$ cat src/rtl/p2m_dma_pkg.sv
package p2m_dma_pkg;

  typedef enum logic [2:0] {
    ST_IDLE  = 3'd0,
    ST_ARMED = 3'd1,
    ST_HOLD  = 3'd2,
    ST_ACK   = 3'd3,
    ST_XFER  = 3'd4
  } dma_state_e;

  localparam logic [1:0] SEL_DEST = 2'd0;
  localparam logic [1:0] SEL_SIZE = 2'd1;
  localparam logic [1:0] SEL_CTRL = 2'd2;

  localparam int CTRL_ARM_BIT = 0;
  localparam int CTRL_CLR_BIT = 1;
  localparam int CTRL_IEN_BIT = 2;

endpackage

$ cat src/rtl/p2m_dma_regs.sv
module p2m_dma_regs
  import p2m_dma_pkg::*;
#(
  parameter int ADDR_W = 16,
  parameter int CNT_W  = 8
) (
  input  logic              clk,
  input  logic              rst_n,
  input  logic              cfg_wr,
  input  logic [1:0]        cfg_sel,
  input  logic [ADDR_W-1:0] cfg_wdata,
  input  logic              busy,
  input  logic              blk_end,
  output logic [ADDR_W-1:0] dest_q,
  output logic [CNT_W-1:0]  size_q,
  output logic              arm_go,
  output logic              zero_done,
  output logic              done_q,
  output logic              ien_q
);

  logic accept;
  logic ctrl_wr;
  logic arm_req;
  logic clr_req;
  logic size_zero;

  assign accept    = cfg_wr && !busy;
  assign ctrl_wr   = cfg_wr && (cfg_sel == SEL_CTRL);
  assign arm_req   = accept && (cfg_sel == SEL_CTRL) && cfg_wdata[CTRL_ARM_BIT];
  assign clr_req   = ctrl_wr && cfg_wdata[CTRL_CLR_BIT];
  assign size_zero = (size_q == '0);
  assign arm_go    = arm_req && !size_zero;
  assign zero_done = arm_req && size_zero;

  always_ff @(posedge clk) begin
    if (!rst_n) begin
      dest_q <= '0;
      size_q <= '0;
      ien_q  <= 1'b0;
    end else if (accept) begin
      if (cfg_sel == SEL_DEST) dest_q <= cfg_wdata;
      if (cfg_sel == SEL_SIZE) size_q <= cfg_wdata[CNT_W-1:0];
      if (cfg_sel == SEL_CTRL) ien_q  <= cfg_wdata[CTRL_IEN_BIT];
    end
  end

  // Completion flag: setting wins over clearing in the same cycle.
  always_ff @(posedge clk) begin
    if (!rst_n)                     done_q <= 1'b0;
    else if (blk_end || zero_done)  done_q <= 1'b1;
    else if (clr_req || arm_go)     done_q <= 1'b0;
  end

  assert_busy_dest_kept_R10: assert property (@(posedge clk) disable iff (!rst_n)
    (busy && cfg_wr) |=> (dest_q == $past(dest_q) && size_q == $past(size_q)));

  assert_zero_sets_done_R9: assert property (@(posedge clk) disable iff (!rst_n)
    zero_done |=> done_q);

endmodule

$ cat src/rtl/p2m_dma_ctrl.sv
module p2m_dma_ctrl
  import p2m_dma_pkg::*;
(
  input  logic clk,
  input  logic rst_n,
  input  logic arm_go,
  input  logic dreq,
  input  logic hlda,
  input  logic last_beat,
  output logic hold_req,
  output logic dack,
  output logic bus_own,
  output logic beat,
  output logic busy,
  output logic blk_end
);

  dma_state_e state_q, state_d;

  always_comb begin
    state_d = state_q;
    unique case (state_q)
      ST_IDLE:  if (arm_go)    state_d = ST_ARMED;
      ST_ARMED: if (dreq)      state_d = ST_HOLD;
      ST_HOLD:  if (hlda)      state_d = ST_ACK;
      ST_ACK:                  state_d = ST_XFER;
      ST_XFER:  if (last_beat) state_d = ST_IDLE;
      default:                 state_d = ST_IDLE;
    endcase
  end

  always_ff @(posedge clk) begin
    if (!rst_n) state_q <= ST_IDLE;
    else        state_q <= state_d;
  end

  assign hold_req = (state_q == ST_HOLD) || (state_q == ST_ACK) || (state_q == ST_XFER);
  assign bus_own  = (state_q == ST_ACK) || (state_q == ST_XFER);
  assign dack     = bus_own;
  assign beat     = (state_q == ST_XFER);
  assign busy     = (state_q != ST_IDLE);
  assign blk_end  = beat && last_beat;

  assert_wait_grant_R3: assert property (@(posedge clk) disable iff (!rst_n)
    (state_q == ST_HOLD && !hlda) |=> (state_q == ST_HOLD && !dack));

  assert_ack_under_hold_R3: assert property (@(posedge clk) disable iff (!rst_n)
    dack |-> hold_req);

  assert_release_after_last_R6: assert property (@(posedge clk) disable iff (!rst_n)
    blk_end |=> (!hold_req && !dack && !beat));

  assert_armed_needs_dreq_R2: assert property (@(posedge clk) disable iff (!rst_n)
    (state_q == ST_ARMED && !dreq) |=> !hold_req);

endmodule

$ cat src/rtl/p2m_dma_addr.sv
module p2m_dma_addr #(
  parameter int ADDR_W = 16,
  parameter int CNT_W  = 8
) (
  input  logic              clk,
  input  logic              rst_n,
  input  logic              arm_go,
  input  logic              beat,
  input  logic [ADDR_W-1:0] dest_q,
  input  logic [CNT_W-1:0]  size_q,
  output logic [ADDR_W-1:0] cur_addr,
  output logic              last_beat
);

  logic [CNT_W-1:0] cnt_q;

  function automatic logic [ADDR_W-1:0] step_addr(input logic [ADDR_W-1:0] a);
    return a + 1'b1;
  endfunction

  function automatic logic is_last(input logic [CNT_W-1:0] c, input logic [CNT_W-1:0] n);
    return (c + 1'b1) == n;
  endfunction

  always_ff @(posedge clk) begin
    if (!rst_n) begin
      cur_addr <= '0;
      cnt_q    <= '0;
    end else if (arm_go) begin
      cur_addr <= dest_q;
      cnt_q    <= '0;
    end else if (beat) begin
      cur_addr <= step_addr(cur_addr);
      cnt_q    <= cnt_q + 1'b1;
    end
  end

  assign last_beat = is_last(cnt_q, size_q);

  assert_addr_step_R4: assert property (@(posedge clk) disable iff (!rst_n)
    (beat && !last_beat) |=> (cur_addr == ADDR_W'($past(cur_addr) + 1'b1)));

  assert_count_bound_R5: assert property (@(posedge clk) disable iff (!rst_n)
    beat |-> (cnt_q < size_q));

endmodule

$ cat src/rtl/p2m_dma.sv
module p2m_dma
  import p2m_dma_pkg::*;
#(
  parameter int ADDR_W = 16,
  parameter int DATA_W = 8,
  parameter int CNT_W  = 8
) (
  input  logic              clk,
  input  logic              rst_n,
  input  logic              cfg_wr,
  input  logic [1:0]        cfg_sel,
  input  logic [ADDR_W-1:0] cfg_wdata,
  input  logic              dreq,
  output logic              dack,
  output logic              per_rd,
  input  logic [DATA_W-1:0] per_rdata,
  output logic              hold_req,
  input  logic              hlda,
  output logic              bus_oe,
  output logic [ADDR_W-1:0] mem_addr,
  output logic [DATA_W-1:0] mem_wdata,
  output logic              mem_wr,
  output logic              done,
  output logic              irq
);

  logic [ADDR_W-1:0] dest_q;
  logic [CNT_W-1:0]  size_q;
  logic [ADDR_W-1:0] cur_addr;
  logic arm_go, zero_done, done_q, ien_q;
  logic busy, blk_end, last_beat, beat, bus_own;

  p2m_dma_regs #(.ADDR_W(ADDR_W), .CNT_W(CNT_W)) u_regs (
    .clk(clk), .rst_n(rst_n), .cfg_wr(cfg_wr), .cfg_sel(cfg_sel),
    .cfg_wdata(cfg_wdata), .busy(busy), .blk_end(blk_end),
    .dest_q(dest_q), .size_q(size_q), .arm_go(arm_go),
    .zero_done(zero_done), .done_q(done_q), .ien_q(ien_q)
  );

  p2m_dma_ctrl u_ctrl (
    .clk(clk), .rst_n(rst_n), .arm_go(arm_go), .dreq(dreq), .hlda(hlda),
    .last_beat(last_beat), .hold_req(hold_req), .dack(dack),
    .bus_own(bus_own), .beat(beat), .busy(busy), .blk_end(blk_end)
  );

  p2m_dma_addr #(.ADDR_W(ADDR_W), .CNT_W(CNT_W)) u_addr (
    .clk(clk), .rst_n(rst_n), .arm_go(arm_go), .beat(beat),
    .dest_q(dest_q), .size_q(size_q), .cur_addr(cur_addr),
    .last_beat(last_beat)
  );

  // Bus drivers are parked at zero unless the engine owns the bus.
  assign bus_oe    = bus_own;
  assign mem_addr  = bus_own ? cur_addr : '0;
  assign mem_wdata = beat ? per_rdata : '0;
  assign mem_wr    = beat;
  assign per_rd    = beat;
  assign done      = done_q;
  assign irq       = done_q && ien_q;

  assert_write_owned_R3: assert property (@(posedge clk) disable iff (!rst_n)
    mem_wr |-> (hold_req && dack && hlda));

  assert_quiet_unowned_R7: assert property (@(posedge clk) disable iff (!rst_n)
    !hold_req |-> (!bus_oe && !mem_wr && !per_rd));

  assert_zero_no_hold_R9: assert property (@(posedge clk) disable iff (!rst_n)
    zero_done |=> !hold_req);

endmodule

$ cat config.mk
export PLATFORM = sky130hd
export DESIGN_NAME = p2m_dma
export DESIGN_NICKNAME = d
export VERILOG_FILES = /design/src/rtl/p2m_dma_pkg.sv /design/src/rtl/p2m_dma_regs.sv /design/src/rtl/p2m_dma_ctrl.sv /design/src/rtl/p2m_dma_addr.sv /design/src/rtl/p2m_dma.sv
export SDC_FILE = /design/constraint.sdc
export NUM_CORES = 1
export LEC_CHECK = 0
export ABC_AREA = 1
export BUFFER_PORTS_ARGS = -buffer_cell sky130_fd_sc_hd__buf_2
export CAP_MARGIN = 0
export CORE_MARGIN = 2
export CORE_UTILIZATION = 30
export DETAILED_ROUTE_END_ITERATION = 16
export PLACE_DENSITY_LB_ADDON = 0.08
export SLEW_MARGIN = 40
export SYNTH_ARGS = -nofsm -noshare
export SYNTH_HDL_FRONTEND = slang
export SYNTH_SLANG_ARGS = --single-unit
$ cat constraint.sdc
create_clock -name clk -period 1.52 [get_ports clk]
set_input_delay 0.304 -clock clk [delete_from_list [all_inputs] [get_ports clk]]
set_output_delay 0.304 -clock clk [all_outputs]
set_load 0.02 [all_outputs]
==> results.md <==
* Cell Rows at 35
* Path class of the lowest-slack min-delay path: in -> reg
* Total global routing overflow at 0
* Data required, critical path at 1.22 ns
* Net switching power at 855 uW
* Gate power share at 0.171
* Most frequent standard cell in the layout excluding fill and tap cells: sky130_fd_sc_hd__nand2_1
* TritonCTS Sinks at 53
* Largest net degree at the start of global routing at 20
* Violations in the final reports: negative setup slack
* Data arrival time of the critical path at 1.53 ns
* N_diodes at 0
* H-tree depth reported by CTS at 2
* Clock network fraction of design power at 0.312
* Worst-path cell chain: inv_2 > buf_6 > nor3_4 > nor2_4 > clkbuf_16 > nor2_4 > buf_6
* Seq/Total Area, Yosys at 0.370
* Final Wtd Congestion at 0.825
* Number of primary I/O pins at 62
* Top library cells by usage in the layout, fill and taps aside: sky130_fd_sc_hd__nand2_1 (70), sky130_fd_sc_hd__buf_4 (60), sky130_fd_sc_hd__inv_1 (51), sky130_fd_sc_hd__dfxtp_1 (43), sky130_fd_sc_hd__nor2_1 (39)
* # nets final at 602
* Final setup fails at 70
* Half-perimeter wire length after placement at 6280 um
* Min cycle time layout at 1.84 ns
* Fin. Hold Viols at 0
* Routed length per instance at 13.0 um
* Transition time at the pin with the least slew margin at 0.439 ns
* Synthesized flop and latch total at 53
* Post-route core utilization at 0.526
* Fin. max-slew vios at 0
* Slowest library cell on the worst path: sky130_fd_sc_hd__dfxtp_2
* Starting density of the core at 0.310
* Final antenna-violating net count at 0
* # port buffers at 61
* Iteration count of the initial detailed-routing pass at 4
* Initial DRC count at 85
* Mapped Nets at 470
* Fin worst setup slack at -0.318 ns
* Kind of end point of the critical path: primary output
* Final cycle utilization of the critical path at 1.21
* Max-capacitance violation count at 0
* Path type of the worst setup path: reg -> out
* Largest voltage drop on the vdd net at 0.404 mV
* Worst Path Max Fanout at 7
* Die Area at 0.0104 mm2
* Total Power at 2.86 mW
* Beginning of the worst register-to-register path: u_ctrl.state_q[2]
* Number of different library cells in the post-synthesis netlist at 32
* Number of buffers between clock root and the deepest sink at 2
* Unrepaired setup endpoints after global routing: yes
* Post-synthesis to final-layout area growth at 69.4%
* CTS tree: yes
* Hold path startpoint: cfg_wdata[9]
* Number of hold buffers added after CTS at 0
* Fraction of power consumed by sequential logic at 0.516
* Die width at 102 um
* CTS root buf: sky130_fd_sc_hd__clkbuf_8
* GRT Overall Usage at 0.174
* Synth Cell Area at 0.00287 mm2
* Switching fraction of total power at 0.299
* Yosys warns at 0
* Setup Skew at 0.00833 ns
* Relative slew slack at 0.707
* Type of origin of the critical path: flop
* Sum of negative setup slack at -8.98 ns
* Fraction of final layout cells with drive strength greater than 1 at 0.509
* Via count of the first global-routing pass at 2983
* Core box area at 0.00924 mm2
* Fmax at 0.544 GHz
* Global-route wire length before repair at 14200 um
* Int Pwr at 2.01 mW
* Num CTS Buffers at 5
* Pwr Density at 589 mW/mm2
* Post-synthesis average cell area at 6.57 um2
* Maximum single-stage delay on the critical path at 0.35 ns
* Clk_lat worst skew at 0.32 ns
* Detailed-route via count at 3230
* Die height at 102 um
* Via count normalized by instance count at 4.62
* Initial antenna violation count at 0
* Origin of the worst setup path: u_ctrl.state_q[1]
* DRC viols at 0
* Status: finished with violations
* Leak at 2.03 nW
* Synthesized instance count at 437
* Clock slew at reported path FFs at 0.11 ns
* Total Wirelength at 9110 um
## cells by family after synthesis
family / after synthesis / synth area share
xor+xnor: 13 / 0.0397
buf+inv: 77 / 0.106
flops: 53 / 0.370
fa+ha+maj: 2 / 0.00872
compound gates: 75 / 0.141
simple gates: 217 / 0.335
## metrics by stage
step / instances / hold slack [ns] / cell area (um2) / setup slack [ns]
after global placement: 666 / 0.484 / 3700 / -0.0635
after global routing: 699 / 0.217 / 4860 / -0.373
after CTS: 695 / 0.196 / 4310 / -0.282
after floorplan: 437 / 0.430 / 2890 / -0.0114
final: 699 / 0.206 / 4860 / -0.318
after detailed placement: 666 / 0.489 / 3700 / -0.0988
## path summary, 6_finish.rpt
| check | endpoint | slack, ns | cells past startpoint |
|---|---|---|---|
| min | u_regs.dest_q[9] | 0.21 | 3 |
| min reg2reg | u_addr.cur_addr[8] | 0.51 | 2 |
| max reg2reg | u_addr.cur_addr[13] | -0.14 | 10 |
| max | mem_addr[0] | -0.32 | 7 |
## sequential cells by signal, summed over array words and instances (netlist names)
register,cells
u_addr.cur_addr,16
u_regs.dest_q,16
u_addr.cnt_q,8
u_regs.size_q,8
u_ctrl.state_q,3
u_regs.done_q,1
u_regs.ien_q,1
## power groups by stage
stage	Clock [mW]	Combinational, mW	Sequential, mW
after floorplan	0	0.173	1.50
after global placement	0	0.340	1.51
after detailed placement	0	0.342	1.50
after CTS	0.939	0.391	1.47
after global routing	0.987	0.537	1.48
final	0.894	0.490	1.48
## layer usage
| metal | global-route usage | vias to the layer above | share of wire | routed length [um] |
|---|---|---|---|---|
| li1 | - | 1657 | - | - |
| met1 | 0.257 | 1506 | 0.52 | 4780 |
| met2 | 0.263 | 57 | 0.44 | 3980 |
| met3 | 0.0262 | 10 | 0.026 | 236 |
| met4 | 0.0499 | 0 | 0.013 | 116 |
| met5 | 0 | - | 0 | 0 |
## repair_timing
item / CTS / global route
cloned: 2 / 3
pin swaps: 22 / 47
resized for setup: 106 / 147
setup buffers: 19 / 6
endpoints found under the setup margin: 41 / 80
## cells in the mapped netlist, drive strengths merged
cell type | count | area share
dfxtp | 53 | 0.37
o221ai | 1 | 0.0031
a22oi | 1 | 0.0026
nand3 | 30 | 0.064
xnor2 | 1 | 0.0031
nand2 | 86 | 0.12
or2 | 2 | 0.0044
xor2 | 12 | 0.037
o21ai | 35 | 0.061
inv | 62 | 0.081
o211ai | 4 | 0.010
a31oi | 2 | 0.0044
nor3 | 7 | 0.018
o22ai | 2 | 0.0044
nand4 | 3 | 0.0065
clkbuf | 8 | 0.010
buf | 7 | 0.014
nand3b | 1 | 0.0026
a211oi | 1 | 0.0044
ha | 2 | 0.0087
nor2 | 88 | 0.12
a21oi | 29 | 0.051
## critical path: cells and delay by family, from the launching register on
kind                   cells  cell delay, ns
flip-flops                 1            0.35
AND/OR/NAND/NOR            3            0.42
buffers and inverters      4            0.46
## cell type report
class                   count  area, um2
repair buffers            137       1180
multi-input cells         308       2080
repair inverters            2       13.8
well taps                 129        161
clock inverters             3       28.8
inverters                  62        249
flip-flops and latches     53       1080
clock buffers               5       68.8
fillers                   910       4380
(Power assumes the default switching activity.)
